## config.mk

```make
export PLATFORM = sky130hd
export DESIGN_NAME = fb_scan_addr_gen
export DESIGN_NICKNAME = d
export VERILOG_FILES = /design/src/rtl/fb_scan_pkg.sv /design/src/rtl/fb_scan_cursor.sv /design/src/rtl/fb_scan_credit.sv /design/src/rtl/fb_scan_addr_gen.sv
export SDC_FILE = /design/constraint.sdc
export NUM_CORES = 1
export LEC_CHECK = 0
export BUFFER_PORTS_ARGS = -buffer_cell sky130_fd_sc_hd__clkbuf_2
export CORE_MARGIN = 2
export CORE_UTILIZATION = 40
export CTS_CLUSTER_DIAMETER = 40
export DETAILED_ROUTE_END_ITERATION = 10
export PLACE_DENSITY = 0.63
export SYNTH_ARGS = -nofsm -noshare
export SYNTH_HDL_FRONTEND = slang
export SYNTH_HIERARCHICAL = 1
export SYNTH_SLANG_ARGS = --single-unit
```

## constraint.sdc

```tcl
create_clock -name clk -period 4.5 [get_ports clk]
set_input_delay 0.9 -clock clk [delete_from_list [all_inputs] [get_ports clk]]
set_output_delay 0.9 -clock clk [all_outputs]
set_load 0.01 [all_outputs]
```

## src/rtl/fb_scan_pkg.sv

```systemverilog
package fb_scan_pkg;

  typedef enum logic {
    SCAN_IDLE = 1'b0,
    SCAN_RUN  = 1'b1
  } scan_state_e;

  // Map a programmed burst field onto a usable beat count.
  function automatic int unsigned burst_limit(input int unsigned sel, input int unsigned cap);
    return (sel == 0 || sel > cap) ? cap : sel;
  endfunction

endpackage

```

## src/rtl/fb_scan_cursor.sv

```systemverilog
module fb_scan_cursor #(
  parameter int ADDR_W     = 32,
  parameter int LEN_W      = 16,
  parameter int LINES_W    = 12,
  parameter int BEAT_BYTES = 8,
  parameter int MAX_BURST  = 16,
  parameter int BURST_W    = $clog2(MAX_BURST + 1)
) (
  input  logic               clk,
  input  logic               rst,
  input  logic               start,
  input  logic [ADDR_W-1:0]  base,
  input  logic [LEN_W-1:0]   line_bytes,
  input  logic [LEN_W-1:0]   pitch,
  input  logic [LINES_W-1:0] line_last,
  input  logic [BURST_W-1:0] burst_sel,
  input  logic               advance,
  output logic [ADDR_W-1:0]  cur_addr,
  output logic [BURST_W-1:0] cur_beats,
  output logic               active
);
  import fb_scan_pkg::*;

  localparam int BEAT_SH = $clog2(BEAT_BYTES);

  scan_state_e        state_q;
  logic [ADDR_W-1:0]  addr_q;
  logic [ADDR_W-1:0]  line_base_q;
  logic [LEN_W-1:0]   rem_q;
  logic [LINES_W-1:0] idx_q;
  logic [LEN_W-1:0]   pitch_q;
  logic [LEN_W-1:0]   lbeats_q;
  logic [LINES_W-1:0] last_q;
  logic [BURST_W-1:0] burst_q;

  logic [LEN_W-1:0]   lbeats_in;
  logic [BURST_W-1:0] burst_in;
  logic [BURST_W-1:0] beats_now;
  logic               line_end;
  logic [ADDR_W-1:0]  step_bytes;
  logic [ADDR_W-1:0]  next_line;

  always_comb begin
    lbeats_in  = LEN_W'(line_bytes >> BEAT_SH);
    burst_in   = BURST_W'(burst_limit(int'(burst_sel), MAX_BURST));
    if (rem_q < LEN_W'(burst_q)) begin
      beats_now = BURST_W'(rem_q);
    end else begin
      beats_now = burst_q;
    end
    line_end   = (rem_q == LEN_W'(beats_now));
    step_bytes = ADDR_W'(beats_now) << BEAT_SH;
    next_line  = line_base_q + ADDR_W'(pitch_q);
  end

  always_ff @(posedge clk) begin
    if (rst) begin
      state_q     <= SCAN_IDLE;
      addr_q      <= '0;
      line_base_q <= '0;
      rem_q       <= '0;
      idx_q       <= '0;
      pitch_q     <= '0;
      lbeats_q    <= '0;
      last_q      <= '0;
      burst_q     <= BURST_W'(MAX_BURST);
    end else if (start) begin
      addr_q      <= base;
      line_base_q <= base;
      rem_q       <= lbeats_in;
      idx_q       <= '0;
      pitch_q     <= pitch;
      lbeats_q    <= lbeats_in;
      last_q      <= line_last;
      burst_q     <= burst_in;
      state_q     <= (lbeats_in != '0) ? SCAN_RUN : SCAN_IDLE;
    end else if (advance && state_q == SCAN_RUN) begin
      if (line_end) begin
        if (idx_q == last_q) begin
          state_q <= SCAN_IDLE;
        end else begin
          idx_q       <= idx_q + 1'b1;
          line_base_q <= next_line;
          addr_q      <= next_line;
          rem_q       <= lbeats_q;
        end
      end else begin
        addr_q <= addr_q + step_bytes;
        rem_q  <= rem_q - LEN_W'(beats_now);
      end
    end
  end

  assign cur_addr  = addr_q;
  assign cur_beats = beats_now;
  assign active    = (state_q == SCAN_RUN);

endmodule

```

## src/rtl/fb_scan_credit.sv

```systemverilog
module fb_scan_credit #(
  parameter int OUT_W = 4
) (
  input  logic             clk,
  input  logic             rst,
  input  logic             start,
  input  logic [OUT_W-1:0] limit,
  input  logic             issue,
  input  logic             retire,
  output logic             room
);
  logic [OUT_W-1:0] cnt_q;
  logic [OUT_W-1:0] lim_q;
  logic             dec;

  assign dec = retire && (cnt_q != '0);

  always_ff @(posedge clk) begin
    if (rst) begin
      cnt_q <= '0;
      lim_q <= '0;
    end else begin
      if (start) begin
        lim_q <= limit;
      end
      case ({issue, dec})
        2'b10:   cnt_q <= cnt_q + 1'b1;
        2'b01:   cnt_q <= cnt_q - 1'b1;
        default: cnt_q <= cnt_q;
      endcase
    end
  end

  assign room = (cnt_q < lim_q);

endmodule

```

## src/rtl/fb_scan_addr_gen.sv

```systemverilog
module fb_scan_addr_gen #(
  parameter int ADDR_W     = 32,
  parameter int LEN_W      = 16,
  parameter int LINES_W    = 12,
  parameter int BEAT_BYTES = 8,
  parameter int MAX_BURST  = 16,
  parameter int MAX_OUT    = 8,
  parameter int BURST_W    = $clog2(MAX_BURST + 1),
  parameter int OUT_W      = $clog2(MAX_OUT + 1)
) (
  input  logic               clk,
  input  logic               rst,
  input  logic               frame_start,
  input  logic [ADDR_W-1:0]  cfg_base,
  input  logic [LEN_W-1:0]   cfg_line_bytes,
  input  logic [LEN_W-1:0]   cfg_pitch,
  input  logic [LINES_W-1:0] cfg_line_last,
  input  logic [BURST_W-1:0] cfg_burst,
  input  logic [OUT_W-1:0]   cfg_max_out,
  input  logic               req_ack,
  input  logic               burst_done,
  output logic               req_valid,
  output logic [ADDR_W-1:0]  req_addr,
  output logic [BURST_W-1:0] req_beats,
  output logic               busy
);
  logic               cur_active;
  logic               have_room;
  logic               issue;
  logic [ADDR_W-1:0]  cur_addr;
  logic [BURST_W-1:0] cur_beats;

  assign issue = req_valid && req_ack;

  fb_scan_cursor #(
    .ADDR_W    (ADDR_W),
    .LEN_W     (LEN_W),
    .LINES_W   (LINES_W),
    .BEAT_BYTES(BEAT_BYTES),
    .MAX_BURST (MAX_BURST),
    .BURST_W   (BURST_W)
  ) u_cursor (
    .clk       (clk),
    .rst       (rst),
    .start     (frame_start),
    .base      (cfg_base),
    .line_bytes(cfg_line_bytes),
    .pitch     (cfg_pitch),
    .line_last (cfg_line_last),
    .burst_sel (cfg_burst),
    .advance   (issue),
    .cur_addr  (cur_addr),
    .cur_beats (cur_beats),
    .active    (cur_active)
  );

  fb_scan_credit #(
    .OUT_W(OUT_W)
  ) u_credit (
    .clk   (clk),
    .rst   (rst),
    .start (frame_start),
    .limit (cfg_max_out),
    .issue (issue),
    .retire(burst_done),
    .room  (have_room)
  );

  // Request register: one request at a time, a bubble after each acceptance
  // lets the cursor and credit count settle before the next one is raised.
  always_ff @(posedge clk) begin
    if (rst) begin
      req_valid <= 1'b0;
      req_addr  <= '0;
      req_beats <= '0;
    end else if (frame_start || issue) begin
      req_valid <= 1'b0;
    end else if (!req_valid && cur_active && have_room) begin
      req_valid <= 1'b1;
      req_addr  <= cur_addr;
      req_beats <= cur_beats;
    end
  end

  assign busy = cur_active || req_valid;

endmodule

```

==> results.py, run 1 <==
metrics = {
    "floorplanning": {
        "ioPinCount": 129,
        "die_w_um": 168,
        "start_util_pct": 40.3,
        "core-area_um2": 26700,
        "die-area_um2": 28200,
        "num_rows": 60,
        "die_height_um": 168,
    },
    "worst_setup_path": {
        "setup.worst_path.start": "u_cursor/burst_q[4]$_SDFFE_PP1P_",
        "crit_path_start_kind": "register",
        "crit_required_ps": 4880,
        "crit_fanout": 6,
        "critical_path_arrival_ps": 4530,
        "end_kind": "register",
        "slowest_stage": "maj3_1",
        "rr_startpoint": "u_cursor/burst_q[4]$_SDFFE_PP1P_",
        "path_class": "reg -> reg",
        "path_cells": "inv_1 -> ha_1 -> and2b_1 -> a21oi_1 -> o21a_1 -> nand2_1 -> o21ai_1 -> ha_1 -> o21a_1 -> nand4_1 -> mux2_2 -> and2_1 -> maj3_1 -> a211o_1 -> a211o_1 -> a21oi_1",
        "path_buf_inv": 1,
        "max_stage_delay_ps": 430,
        "path_delay_family": "compound AO/OA/AOI/OAI gates",
    },
    "timing": {
        "max_freq_mhz": 241,
        "period_share_pct": 92.3,
        "fin_skew_ps": 19.2,
        "layout_setup_ws_ps": 346,
        "worstMarginPinSlew_ps": 1070,
        "setup_tns_ps": 0,
        "final_max_slew_viol_count": 0,
        "period_needed_ps": 4150,
        "holdWs_ps": 467,
        "max_slew_margin_pct": 28.8,
        "hold_viol_final": 0,
        "setup_viol": 0,
    },
    "run": {
        "drv_cap": 0,
    },
    "drt": {
        "vias": 9861,
        "dr.first_iter.drc_count": 787,
        "dr.pass1.iters": 5,
        "drc_errors": 0,
        "wl_per_cell_um": 17.4,
        "via_per_inst": 5.60,
        "drtAntennaViolNets": 0,
        "wl_um": 30700,
    },
    "power_and_ir_drop": {
        "powerDensity_nw_per_um2": 324,
        "ir_drop_mv": 0.212,
        "static-leakage-power_nw": 4.92,
    },
    "finish": {
        "fillers": 2588,
        "layout-drive-gt1-share_pct": 16.8,
        "fin_util_pct": 46.9,
        "design_area_um2": 12500,
        "diodes": 0,
        "final_cell_mix": "dfxtp_1, nor2_1, clkbuf_2",
        "area_delta_synth_final_pct": 16.3,
        "nNetsFinal": 1531,
        "final_common_cell": "dfxtp_1",
    },
    "placed_design": {
        "io_buffers": 125,
        "dp_slack_ps": 293,
        "placed_area_um2": 11800,
        "dp_hpwl_um": 22500,
        "place_congestion": 0.907,
    },
    "logic_synthesis": {
        "ys_async_sr_fraction_pct": 0,
        "synth_area_leader_cell": "dfxtp_1",
        "syn_inst": 1287,
        "syn_nets": 1411,
        "seq_area_frac_synth_pct": 34.5,
        "yosys-top-cells-area": "dfxtp_1, mux2i_1, nand2b_1",
        "syn_area_um2": 10700,
        "synth_top_area_share_pct": 34.5,
        "ys_ff_latch": 185,
        "ys_warn_count": 6,
        "synth_area_per_cell_um2": 8.35,
        "synth_ff_type": "dfxtp_1",
        "synth_cell_types": 86,
        "synth_edf_count": 0,
    },
    "hold_path": {
        "min-delay-start": "u_cursor/lbeats_q[8]$_SDFFE_PP0P_",
        "hold_class": "reg -> reg",
    },
    "grt": {
        "grt_overflow": 0,
        "antenna_found_initial": 0,
        "grt_max_degree": 86,
        "grt_pass1_vias": 9185,
        "track_usage_pct": 21.7,
        "grt_first_pass_wirelength_um": 49500,
    },
    "cts": {
        "tritoncts": "yes",
        "clk_pin_slew_ps": 80,
        "cts-root-buf": "clkbuf_16",
        "cts_num_sinks": 185,
        "ctsHtreeMaxLevel": 4,
        "clk_latency_ps": 440,
        "numCtsBuffers": 17,
        "clock_path_buffers": 2,
    },
    "status": {
        "status": "finished, final reports clean",
    },
}
[cell type report]
type	instances	area [um^2]	share of cell area, %
clock buffer	17	425	3.40
clock inverter	15	200	1.60
inverter	27	101	0.811
multi-input combinational	1000	6630	53.0
sequential	185	3700	29.6
tap	341	427	3.41
timing repair buffer	176	1010	8.11
[layer usage]
metal	GRT usage, %	wire [um]
met5	0	0
met4	5.56	474
met3	3.13	1850
met2	33.1	13300
met1	31.9	15100
[where the power goes]
group / switching, mW / internal, mW
Sequential: 0.0789 / 1.71
Clock: 0.813 / 0.769
Combinational: 0.397 / 0.282
Total: 1.29 / 2.77
[stage by stage]
step	cells	power [mW]
floorplan	1287	2.27
global placement	1729	2.48
detailed placement	1729	2.49
CTS	1761	4.07
global route	1761	4.23
finish	1761	4.05
[registers in the layout (all words and copies together) (netlist names)]
register,flops
u_cursor/burst_q,5
u_cursor/cur_addr,32
req_beats,5
u_cursor/lbeats_q,13
u_cursor/pitch_q,16
u_cursor/idx_q,12
u_cursor/rem_q,16
u_cursor/last_q,12
req_valid,1
u_credit/lim_q,4
u_cursor/line_base_q,32
u_cursor/active,1
req_addr,32
u_credit/cnt_q,4
[cells in the mapped netlist, types with 19 or more instances]
cell type / instances
a21oi_1: 88
mux2i_1: 82
o21a_1: 29
nand2b_1: 82
nor2_1: 129
a211oi_1: 19
xnor2_1: 56
dfxtp_1: 185
nor3_1: 35
xor2_1: 31
nand3_1: 25
inv_1: 26
ha_1: 33
o21ai_0: 48
clkbuf_1: 52
nand2_1: 107
[worst paths after layout]
kind / slack (ps) / to / cells after the start
worst min-delay path: 470 / u_cursor/lbeats_q[8]$_SDFFE_PP0P_ / 2
worst min register to register: 470 / u_cursor/lbeats_q[8]$_SDFFE_PP0P_ / 2
worst max-delay path: 350 / u_cursor/cur_addr[16]$_SDFFE_PP0P_ / 16
worst max register to register: 350 / u_cursor/cur_addr[16]$_SDFFE_PP0P_ / 16
[worst reg2reg max path, delay by kind of cell, from the launching register on]
family / cells / cell delay [ps]
flops: 1 / 380
buf+inv: 1 / 130
simple gates: 4 / 620
compound gates: 7 / 1710
fa+ha+maj: 3 / 960
mux: 1 / 280
[timing repair]
action / CTS / global route
gates resized for setup: 0 / 5
setup endpoints to repair: 0 / 14
buffers inserted: 0 / 0
hold buffers: 0 / 0
[logic make-up after synthesis]
kind of cell,synth area share [%]
XOR/XNOR,7.09
buffers and inverters,4.31
adder cells (fa/ha/maj),4.21
flip-flops,34.5
AO/OA/AOI/OAI,19.5
AND/OR/NAND/NOR,22.5
multiplexers,7.88
Power figures use the tool's default switching activity.
==> run 2, diff against run 1 <==
--- a/config.mk
+++ b/config.mk
@@ -10,7 +10,7 @@
 export CORE_UTILIZATION = 40
 export CTS_CLUSTER_DIAMETER = 40
 export DETAILED_ROUTE_END_ITERATION = 10
-export PLACE_DENSITY = 0.63
+export PLACE_DENSITY_LB_ADDON = 0.1
 export SYNTH_ARGS = -nofsm -noshare
 export SYNTH_HDL_FRONTEND = slang
 export SYNTH_HIERARCHICAL = 1
==> run 2 against run 1 <==
Compared with the run above: combinational power up 0.9%; fmax is 0.88% higher; clock-buffer cell count is the same; non-clock buffer count rose by 9; clock skew about the same; clock power grew 4%; die area unchanged; register-to-register slack better by 40 ps; core utilization up 0.38 points; critical endpoint is now u_cursor/rem_q[8]$_SDFFE_PP0P_; largest cell class unchanged; highest routed layer unchanged.
==> results.py, run 2 (synthesis results as in run 1) <==
metrics = {
    "grt": {
        "grt_pass1_vias": 8965,
        "grt_first_pass_wirelength_um": 49800,
        "grt_max_degree": 86,
        "track_usage_pct": 22.0,
        "antenna_found_initial": 0,
        "grt_overflow": 0,
    },
    "timing": {
        "final_max_slew_viol_count": 0,
        "setup_viol": 0,
        "hold_viol_final": 0,
        "max_freq_mhz": 243,
        "fin_skew_ps": 18.7,
        "max_slew_margin_pct": 23.2,
        "rsz0062_at_grt": "false",
        "setup_tns_ps": 0,
        "period_needed_ps": 4120,
        "layout_setup_ws_ps": 383,
        "worstMarginPinSlew_ps": 1150,
        "period_share_pct": 91.5,
    },
    "floorplanning": {
        "die_w_um": 168,
        "die_height_um": 168,
        "core-area_um2": 26700,
        "ioPinCount": 129,
        "start_util_pct": 40.3,
        "die-area_um2": 28200,
        "num_rows": 60,
    },
    "worst_setup_path": {
        "rr_endpoint": "u_cursor/rem_q[8]$_SDFFE_PP0P_",
        "r2r_cells": 20,
        "setup.worst_path.start": "u_cursor/burst_q[2]$_SDFFE_PP0P_",
        "critical_path_arrival_ps": 4420,
        "crit_end": "u_cursor/rem_q[8]$_SDFFE_PP0P_",
        "end_kind": "register",
        "rr_startpoint": "u_cursor/burst_q[2]$_SDFFE_PP0P_",
        "crit_fanout": 6,
        "rrSetupSlack_ps": 380,
        "crit_required_ps": 4800,
        "path_class": "reg -> reg",
        "crit_path_start_kind": "register",
    },
    "placed_design": {
        "dp_cells": 1738,
        "dp_hpwl_um": 22600,
        "io_buffers": 125,
        "place_congestion": 0.896,
        "dp_slack_ps": 436,
        "placed_area_um2": 11900,
    },
    "drt": {
        "wl_per_cell_um": 17.4,
        "drc_errors": 0,
        "vias": 9686,
        "wl_um": 30800,
        "via_per_inst": 5.47,
        "dr.pass1.iters": 5,
        "dr.first_iter.drc_count": 749,
        "drtAntennaViolNets": 0,
    },
    "finish": {
        "area_delta_synth_final_pct": 17.2,
        "finalNonFillerCells": 1770,
        "area.sequential_um2": 3700,
        "diodes": 0,
        "layout-drive-gt1-share_pct": 17.2,
        "final_cell_mix": "dfxtp_1, nor2_1, clkbuf_2",
        "design_area_um2": 12600,
        "nNetsFinal": 1540,
        "final_common_cell": "dfxtp_1",
        "multi_input_area_um2": 6600,
        "fillers": 2644,
    },
    "cts": {
        "cts_num_sinks": 185,
        "cts-root-buf": "clkbuf_16",
        "clk_latency_ps": 440,
        "clock_path_buffers": 2,
        "holdBufCountCts": 0,
        "ctsHtreeMaxLevel": 4,
        "cts_resized": 0,
        "clk_pin_slew_ps": 90,
        "cts_setup_buffers": 0,
        "numCtsBuffers": 17,
        "tritoncts": "yes",
    },
    "hold_path": {
        "hold_class": "reg -> reg",
    },
    "power_and_ir_drop": {
        "powerDensity_nw_per_um2": 327,
        "ir_drop_mv": 0.270,
        "power_mw": 4.12,
        "static-leakage-power_nw": 4.98,
    },
    "status": {
        "status": "finished, final reports clean",
    },
    "run": {
        "drv_cap": 0,
    },
}
-- run 2: cell types whose count changed in the layout (fill, tap and decap cells not counted), moves of 2 or more --
cell | previous run | this run
o21ai_1 | 4 | 2
o21ai_0 | 46 | 48
buf_12 | 0 | 2
clkinv_8 | 6 | 8
buf_4 | 53 | 60
-- run 2: critical path, stage by stage (launching register included) --
cell and delay, ps:
dfxtp_1 390, inv_1 90, ha_1 290, a21o_1 170, a31oi_1 220, o21a_1 260
nand2_1 110, nand2_1 70, o21ai_0 70, buf_4 150, ha_1 220, inv_1 70
ha_1 210, o21ai_0 140, a31oi_1 300, o21ai_0 120, a31oi_1 590, nor4_1 120
xor2_1 170, a21oi_1 150, nor2_1 50
-- run 2: layout make-up --
type	instances	share of cell area, %
Sequential cell	185	29.4
Timing Repair Buffer	185	8.78
Clock buffer	17	3.38
Multi-Input combinational cell	1000	52.4
Tap cell	341	3.39
Clock inverter	15	1.87
Inverter	27	0.804
-- run 2: how the worst min path moves through the flow --
| stage | from | endpoint | cells after the start |
|---|---|---|---|
| 6_report | u_cursor/cur_addr[0]$_SDFFE_PP0P_ | u_cursor/cur_addr[0]$_SDFFE_PP0P_ | 2 |
| 5_1_grt | u_cursor/cur_addr[0]$_SDFFE_PP0P_ | u_cursor/cur_addr[0]$_SDFFE_PP0P_ | 2 |
| 4_1_cts | u_cursor/cur_addr[0]$_SDFFE_PP0P_ | u_cursor/cur_addr[0]$_SDFFE_PP0P_ | 2 |
| 3_5_place_dp | u_cursor/cur_addr[0]$_SDFFE_PP0P_ | u_cursor/cur_addr[0]$_SDFFE_PP0P_ | 2 |
| 3_3_place_gp | u_cursor/cur_addr[1]$_SDFFE_PP0P_ | u_cursor/cur_addr[1]$_SDFFE_PP0P_ | 2 |
| 2_1_floorplan | u_cursor/cur_addr[0]$_SDFFE_PP0P_ | u_cursor/cur_addr[0]$_SDFFE_PP0P_ | 2 |
-- run 2: routing by layer --
metal  vias up  GRT usage, %  share of wire [%]
met5         -             0                  0
met2       299          30.7                 40
met3        42          3.20                5.7
met1      4462          34.7                 52
li1       4883             -                  -
met4         0          5.75                1.7
-- run 2: power breakdown --
group | leakage [nW] | switching, mW | total, mW | internal (mW)
Sequential | 1.52 | 0.0810 | 1.80 | 1.71
Combinational | 3.15 | 0.400 | 0.685 | 0.285
Clock | 0.316 | 0.808 | 1.64 | 0.829
Total | 4.98 | 1.29 | 4.12 | 2.83
-- run 2: through the flow --
| stage | hold slack [ps] | util (%) |
|---|---|---|
| final | 468 | 47.3 |
| after global routing | 485 | 47.3 |
| after CTS | 469 | 47.3 |
| after detailed placement | 456 | 44.8 |
| after global placement | 449 | 44.8 |
| after floorplan | 437 | - |
